==> src/rtl/booth_csa_mul.sv <==
module booth_csa_mul #(
  parameter int WIDTH = 32
) (
  input  logic               clk,
  input  logic               rst_n,
  input  logic               start,
  input  logic [WIDTH-1:0]   a_in,
  input  logic [WIDTH-1:0]   b_in,
  output logic               busy,
  output logic               done,
  output logic [2*WIDTH-1:0] product
);
  localparam int HALF   = WIDTH / 2;
  localparam int DIGITS = HALF / 2;
  localparam int PW     = 2 * WIDTH;
  localparam int OPS    = DIGITS + 3;

  typedef enum logic [1:0] {S_IDLE, S_LO, S_MID, S_HI} st_t;
  st_t st;

  logic [WIDTH-1:0] a_q, b_q;
  logic [PW-1:0]    s_q, c_q;
  logic             cy_q;

  wire second = (st == S_MID);
  wire [HALF:0]   grp_bits = second ? {b_q[WIDTH-1:HALF], b_q[HALF-1]} : {b_q[HALF-1:0], 1'b0};
  wire [PW-1:0]   m1 = {{WIDTH{a_q[WIDTH-1]}}, a_q};
  wire [PW-1:0]   m2 = {m1[PW-2:0], 1'b0};

  logic [PW-1:0] opnd [OPS];
  logic [PW-1:0] nv   [DIGITS];
  logic [PW-1:0] negv;

  for (genvar j = 0; j < DIGITS; j++) begin : g_digit
    wire [2:0]    g    = grp_bits[2*j+2:2*j];
    wire          neg  = g[2] & ~(g[1] & g[0]);
    wire          two  = (g == 3'b011) | (g == 3'b100);
    wire          zero = (g == 3'b000) | (g == 3'b111);
    wire [PW-1:0] mag  = zero ? '0 : (two ? m2 : m1);
    wire [PW-1:0] sel  = neg ? ~mag : mag;
    wire [PW-1:0] one  = {{(PW-1){1'b0}}, neg};
    assign opnd[j+3] = second ? (sel << (HALF + 2*j)) : (sel << (2*j));
    assign nv[j]     = second ? (one << (HALF + 2*j)) : (one << (2*j));
  end

  always_comb begin
    negv = '0;
    for (int j = 0; j < DIGITS; j++) negv = negv | nv[j];
  end

  assign opnd[0] = s_q;
  assign opnd[1] = c_q;
  assign opnd[2] = negv;

  logic [PW-1:0] ps [OPS-1];
  logic [PW-1:0] pc [OPS-1];
  assign ps[0] = opnd[0];
  assign pc[0] = opnd[1];

  for (genvar i = 0; i < OPS-2; i++) begin : g_csa
    wire [PW-1:0] x = ps[i];
    wire [PW-1:0] y = pc[i];
    wire [PW-1:0] z = opnd[i+2];
    wire [PW-1:0] maj = (x & y) | (x & z) | (y & z);
    assign ps[i+1] = x ^ y ^ z;
    assign pc[i+1] = {maj[PW-2:0], 1'b0};
  end

  wire [PW-1:0]   fs   = ps[OPS-2];
  wire [PW-1:0]   fc   = pc[OPS-2];
  wire [HALF-1:0] lo_s = second ? fs[WIDTH-1:HALF] : fs[HALF-1:0];
  wire [HALF-1:0] lo_c = second ? fc[WIDTH-1:HALF] : fc[HALF-1:0];
  wire [HALF:0]   lo   = {1'b0, lo_s} + {1'b0, lo_c} + {{HALF{1'b0}}, cy_q};
  wire [PW-1:0]   keep = second ? {{(PW-WIDTH){1'b1}}, {WIDTH{1'b0}}}
                                : {{(PW-HALF){1'b1}}, {HALF{1'b0}}};
  wire [WIDTH-1:0] hi  = s_q[PW-1:WIDTH] + c_q[PW-1:WIDTH] + {{(WIDTH-1){1'b0}}, cy_q};

  assign busy = (st != S_IDLE);

  always_ff @(posedge clk) begin
    if (!rst_n) begin
      st      <= S_IDLE;
      done    <= 1'b0;
      a_q     <= '0;
      b_q     <= '0;
      s_q     <= '0;
      c_q     <= '0;
      cy_q    <= 1'b0;
      product <= '0;
    end else begin
      done <= 1'b0;
      case (st)
        S_IDLE: if (start) begin
          a_q  <= a_in;
          b_q  <= b_in;
          s_q  <= '0;
          c_q  <= '0;
          cy_q <= 1'b0;
          st   <= S_LO;
        end
        S_LO, S_MID: begin
          s_q  <= fs & keep;
          c_q  <= fc & keep;
          cy_q <= lo[HALF];
          if (second) begin
            product[WIDTH-1:HALF] <= lo[HALF-1:0];
            st <= S_HI;
          end else begin
            product[HALF-1:0] <= lo[HALF-1:0];
            st <= S_MID;
          end
        end
        default: begin
          product[PW-1:WIDTH] <= hi;
          done <= 1'b1;
          st   <= S_IDLE;
        end
      endcase
    end
  end
endmodule


==> config.mk <==
export PLATFORM = sky130hd
export DESIGN_NAME = booth_csa_mul
export DESIGN_NICKNAME = d
export VERILOG_FILES = /design/src/rtl/booth_csa_mul.sv
export SDC_FILE = /design/constraint.sdc
export NUM_CORES = 2
export LEC_CHECK = 0
export BUFFER_PORTS_ARGS = -buffer_cell sky130_fd_sc_hd__buf_2
export CAP_MARGIN = 20
export CORE_ASPECT_RATIO = 0.8
export CORE_MARGIN = 5
export CORE_UTILIZATION = 42
export CTS_CLUSTER_SIZE = 16
export DETAILED_ROUTE_END_ITERATION = 12
export HOLD_SLACK_MARGIN = 0.06
export SKIP_CTS_REPAIR_TIMING = 1
export SLEW_MARGIN = 40
export SYNTH_ARGS = -nofsm -noshare
export SYNTH_HDL_FRONTEND = slang
export SYNTH_SLANG_ARGS = --single-unit
export TNS_END_PERCENT = 50
==> constraint.sdc <==
create_clock -name clk -period 10.5 [get_ports clk]
set_input_delay 2.1 -clock clk [delete_from_list [all_inputs] [get_ports clk]]
set_output_delay 2.1 -clock clk [all_outputs]
set_load 0.005 [all_outputs]
# Word-level counts from Yosys, hierarchy flattened
# Index checks and enable logic that the tools add are counted.
[totals] mem_bits_ro=0 output_inout_bits=66 ff_bits=260 wordCells=232 latchBits=0 n_memories=0 ramBits=0 input_bits=67
[op_classes] muxes=53 n_reduce_logical=17 n_mul=0 n_div=0 add_sub_neg=4 shift=0 n_eq_ne=27 order_cmp=0 n_bitwise=121
[ops] cell="$and 63x63->63" n=25
[ops] cell="$or 63x63->63" n=18
[ops] cell="$xor 64x64->64" n=17
[ops] cell="$mux 64" n=11
[ops] cell="$mux 32" n=9
[ops] cell="$pmux 64 s2" n=2
[ops] cell="$and 64x64->64" n=2
[ops] cell="$and 63x31->63" n=2
[ops] cell="$mux 62" n=2
[ops] cell="$mux 60" n=2
[ops] cell="$mux 58" n=2
[ops] cell="$mux 56" n=2
[ops] cell="$mux 54" n=2
[ops] cell="$mux 52" n=2
[ops] cell="$mux 50" n=2
[ops] cell="$not 64->64" n=1
[ops] cell="$xor 64x31->64" n=1
[ops] cell="$not 62->62" n=1
[ops] cell="$not 60->60" n=1
[ops] cell="$not 58->58" n=1
[ops] cell="$not 56->56" n=1
[ops] cell="$not 54->54" n=1
[ops] cell="$not 52->52" n=1
[ops] cell="$not 50->50" n=1
[ops] cell="38 further kinds" n=113

# Depth between registers and ports, before layout
[depth] ltp_word=44 mapped_depth=37

# Worst setup path before layout
# No wires, ideal clock.
[synth_timing] kind="register -> register" startpoint="register st[0]" endpoint="register product[15]" setup_slack_ns=2.526 t_arrival_ns=7.847 path_stages_with_launch=37 setup_ns=0.126 cell_sequence="dfxtp_1 > inv_1 > ha_1 > buf_6 > buf_12 > buf_6 > and3_1 > nand2_1 > o21a_1 > buf_4 > buf_4 > nand2_1 > a21oi_1 > xnor2_1 > mux2i_1 > fa_1 > fa_1 > inv_1 > fa_1 > fa_1 > fa_1 > fa_1 > inv_1 > fa_1 > inv_1 > fa_1 > a21o_1 > inv_1 > ha_1 > a21o_1 > a21oi_1 > o21bai_1 > a21oi_1 > o21ai_0 > a211o_1 > nand4b_1 > o211ai_1"
[synth_via] elab_chain_cells=43 elab_cells_between_ends=198
[synth_rtl] element="start, declared" line="19" rtl="st_t st;"
[synth_rtl] element="start signal, assigned" line="82" rtl="st <= S_IDLE;"
[synth_rtl] element="start signal, assigned" line="99" rtl="st <= S_LO;"
[synth_rtl] element="start signal, assigned" line="107" rtl="st <= S_HI;"
[synth_rtl] element="$eq 2x2->1" line="25, 92"
[synth_rtl] element="$mux 17" line="26" rtl="wire [HALF:0] grp_bits = second ? {b_q[WIDTH-1:HALF], b_q[HALF-1]} : {b_q[HALF-1:0], 1'b0};"
[synth_rtl] element="$and 1x1->1" line="36" rtl="wire neg = g[2] & ~(g[1] & g[0]);"
[synth_rtl] element="$not 1->1" line="36"
[synth_rtl] element="$and 1x1->1" line="36"
[synth_rtl] element="$mux 17 / $mux 19 (equally long branches)" line="43" rtl="assign nv[j] = second ? (one << (HALF + 2*j)) : (one << (2*j));"
[synth_rtl] element="$or 17x19->19" line="48" rtl="for (int j = 0; j < DIGITS; j++) negv = negv | nv[j];"
[synth_rtl] element="$or 19x21->21" line="48"
[synth_rtl] element="(+24 left out)"
[synth_rtl] element="$or 63x63->63 (2 in series)" line="64" rtl="wire [PW-1:0] maj = (x & y) | (x & z) | (y & z);"
[synth_rtl] element="$and 63x63->63" line="64"
[synth_rtl] element="$or 63x63->63 (2 in series)" line="64"
[synth_rtl] element="$and 63x63->63" line="64"
[synth_rtl] element="$or 63x63->63 (2 in series)" line="64"
[synth_rtl] element="$mux 16" line="72" rtl="wire [HALF-1:0] lo_c = second ? fc[WIDTH-1:HALF] : fc[HALF-1:0];"
[synth_rtl] element="$add 16x16->17" line="73" rtl="wire [HALF:0] lo = {1'b0, lo_s} + {1'b0, lo_c} + {{HALF{1'b0}}, cy_q};"
[synth_rtl] element="$add 17x1->17" line="73"
[synth_rtl] element="end signal, assigned by index" line="106" rtl="product[WIDTH-1:HALF] <= lo[HALF-1:0];"
[synth_rtl] element="end signal, assigned by index" line="109" rtl="product[HALF-1:0] <= lo[HALF-1:0];"
[synth_rtl] element="end signal, assigned by index" line="114" rtl="product[PW-1:WIDTH] <= hi;"
[synth_rtl] element="end, declared" line="11" rtl="output logic [2*WIDTH-1:0] product"
# Parallel ways exist; a longest one is shown, timed or not.
# A chain may end at the register's enable or synchronous reset.

# Worst setup path after layout
[layout_timing] startpoint="register st[0]" endpoint="register product[29]"
# The elaborated chain is that of the path after synthesis.

==> reports/summary.txt <==
Critical Path RT - 11.02 ns
Via density - 5.83
Final-report setup violation count - 0
Die height - 258 µm
Synthesized area per cell - 8.68 µm²
Worst r2r src - st[0]$_SDFFE_PN0P_
Most frequent cells after synthesis - fa_1, nand2_1, inv_1, xnor2_1, dfxtp_1
Setup TNS - 0 ns
Measured slew at the worst slew-check pin - 0.951 ns
# nets final - 4290
Largest family of logic cells by synthesized area - adder cells
Synth top area cells - fa_1, dfxtp_1, xnor2_1, nand2_1, ha_1
Clk pin slew, worst setup/hold paths - 0.07 ns
EDFF count, synth - 0
Worst setup EP type - flip-flop
M1 WL - 52.4 mm
Synth Area in XOR/XNOR - 0.0865
Root buffer cell - clkbuf_16
Largest net degree at the start of global routing - 185
Combinational share of power - 0.811
Worst skew pair latency - 0.60 ns
Setup CP Type - reg -> reg
Final worst-path cycle share - 0.901
FFs w/ async S/R, synth - 0
Yosys warns - 0
Mapped Area - 0.0323 mm²
Fin. max-slew vios - 0
Unrepaired setup endpoints after global routing - false
Hold Slack - 0.447 ns
Skew final - 0.0187 ns
Min-delay src - product[59]$_SDFFE_PN0P_
Peak supply drop - 0.230 mV
Max cap viols - 0
DPL Wire Length - 99.4 mm
Final hold vios - 0
Drt total wl - 127 mm
Mux cell area share after synthesis - 0.0605
Crit-path max FO - 34
DIE WIDTH - 320 µm
Leak - 0.0129 µW
Post-synth top flop - dfxtp_1
Row count - 91
Crit path max-delay cell type - o21ai_4
Area growth from synthesis to layout - 8.14%
CP startpoint kind - flip-flop
Met2 routed WL - 52.6 mm
Vias in the first global route - 26400
Routability cong. - 1.09
Post-synth top area share - 0.288
Internal - 5210 µW
Max layer used - met5
Synth unique cells - 76
Clk network pwr share - 0.088
Drt drc - 0
Sequential area share after synthesis - 0.141
Post-Syn Instances - 3720
PortBufs - 132
Number of antenna violations at the first check in global routing - 5
Pwr per Cell Area - 326 mW/mm²
Simple-gate share of the synthesized area - 0.136
Routed WL per cell - 26.9 µm
Die ar. - 0.0826 mm²
Initial Util - 0.421
Data arrival time of the worst path - 9.99 ns
CTS sink count - 228
Layout cells sized above 1 - 0.134
Sw frac - 0.542
DR iter-0 viols - 3698
Final ANT Viol Nets - 0
Fmax - 106 MHz
DR WL met3 - 17.5 mm
Most common cell in the netlist - fa_1
Clock buffer count from CTS - 28
Final min period - 9.47 ns
Synth Register Bits - 228
CP dominant cell by count - fa_1
Total gr overflow - 0
Sequential power share - 0.101
# H-tree levels - 1
Buffers from clock root to sink, at most - 3
Total GRT Usage - 0.302
Core Region - 0.0766 mm²
Adder-Cell Fraction of Synth Area - 0.328
Worst hold-check path type - reg -> reg
Post-Syn Nets - 4355
Outcome - completed
Compound-cell area share of the yosys netlist - 0.165
Delay of the slowest critical-path stage - 0.66 ns
Drt first pass iters - 6
Critical Path Start - st[0]$_SDFFE_PN0P_
IO Count - 133
Worst slew margin - 0.366
CTS tree - done
Synth area leader - fa_1
Switch Pwr - 6170 µW
First-pass GRT wire length - 186 mm
Vias - 27400
critical path, delay by kind of cell, from the launching register on:
| family | cells | cell delay, ns |
|---|---|---|
| DFF | 1 | 0.33 |
| buffers and inverters | 5 | 0.39 |
| muxes | 2 | 0.81 |
| xor gates and xnor gates | 1 | 0.11 |
| AOI/OAI and AO/OA | 9 | 2.34 |
| adders and majority gates | 10 | 4.80 |
| and+or+nand+nor | 4 | 0.60 |
registers in the layout, summed over array words and instances, names as in the netlist:
register	flops
st	2
c_q	48
a_q	32
product	64
cy_q	1
b_q	32
done	1
g_csa.x	48
kinds of logic (layout without fill, tap and decap cells):
family                   after synthesis  after routing
flip-flops                           228            228
XOR/XNOR                             319            319
AO/OA/AOI/OAI                        806            806
other                                  0              2
AND/OR/NAND/NOR                      944            944
buffers and inverters                676            631
adder cells (fa/ha/maj)              568            568
multiplexers                         179            179
final cells by class:
type | count | area, µm²
antenna | 2 | 5.00
clock buffer | 34 | 773
clock inverter | 16 | 158
fill | 7527 | 41700
inverter | 344 | 1290
multi-input combinational | 2816 | 25300
sequential | 228 | 4570
tap | 1023 | 1280
timing repair buffer | 237 | 1520
metrics by stage:
| step | cell area, µm² | util | power [µW] | instances | setup slack (ns) |
|---|---|---|---|---|---|
| floorplan | 32300 | - | 6830 | 3720 | 2.53 |
| global placement | 33800 | 0.441 | 10100 | 4640 | 0.998 |
| detailed placement | 33900 | 0.442 | 10100 | 4645 | 1.21 |
| CTS | 34800 | 0.454 | 11200 | 4695 | 1.18 |
| global route | 34900 | 0.456 | 12400 | 4699 | 0.581 |
| finish | 34900 | 0.456 | 11400 | 4700 | 1.03 |
power by group through the flow:
stage	Combinational, µW	Clock, µW	Sequential, µW
2_1_floorplan	5720	0	1110
3_3_place_gp	8940	0	1160
3_5_place_dp	8930	0	1160
4_1_cts	9060	1030	1140
5_1_grt	10200	1060	1160
6_report	9230	1000	1140
routing by layer:
layer | track usage | up-vias
met5 | 0 | -
li1 | - | 12100
met2 | 0.443 | 1578
met1 | 0.422 | 13500
met4 | 0.0740 | 2
met3 | 0.113 | 214
placed cells by master, fill, tap and decap left out, types with 10 or more instances in the layout:
cell type / synthesis / final
fa_1: 464 / 464
nand2_1: 399 / 396
inv_1: 342 / 342
xnor2_1: 302 / 297
dfxtp_1: 228 / 226
nor2_1: 213 / 211
a21oi_1: 198 / 196
o21ai_0: 154 / 151
buf_2: 56 / 135
a221oi_1: 114 / 113
ha_1: 104 / 101
and2_1: 96 / 94
buf_4: 5 / 94
mux2i_1: 100 / 93
nor2b_1: 77 / 77
o22ai_1: 76 / 76
mux2_2: 71 / 72
a21o_1: 70 / 70
or2_2: 66 / 67
a21boi_0: 65 / 65
clkbuf_16: 0 / 28
a31oi_1: 20 / 20
o221ai_1: 19 / 17
xor2_1: 17 / 15
nand3_1: 13 / 13
o21ai_1: 10 / 13
nor3_1: 16 / 13
a22oi_1: 12 / 12
nand2b_1: 14 / 12
nand3b_1: 12 / 12
o21a_1: 11 / 11
or2_1: 11 / 10
worst paths after layout:
kind,endpoint,slack (ns),cells after the start
worst min register to register,product[59]$_SDFFE_PN0P_,0.45,2
worst max-delay path,product[29]$_SDFFE_PN0P_,1.03,31
worst max register to register,product[29]$_SDFFE_PN0P_,1.03,31
worst min-delay path,product[59]$_SDFFE_PN0P_,0.45,2
Note: power is estimated with default switching activity, not from simulation.
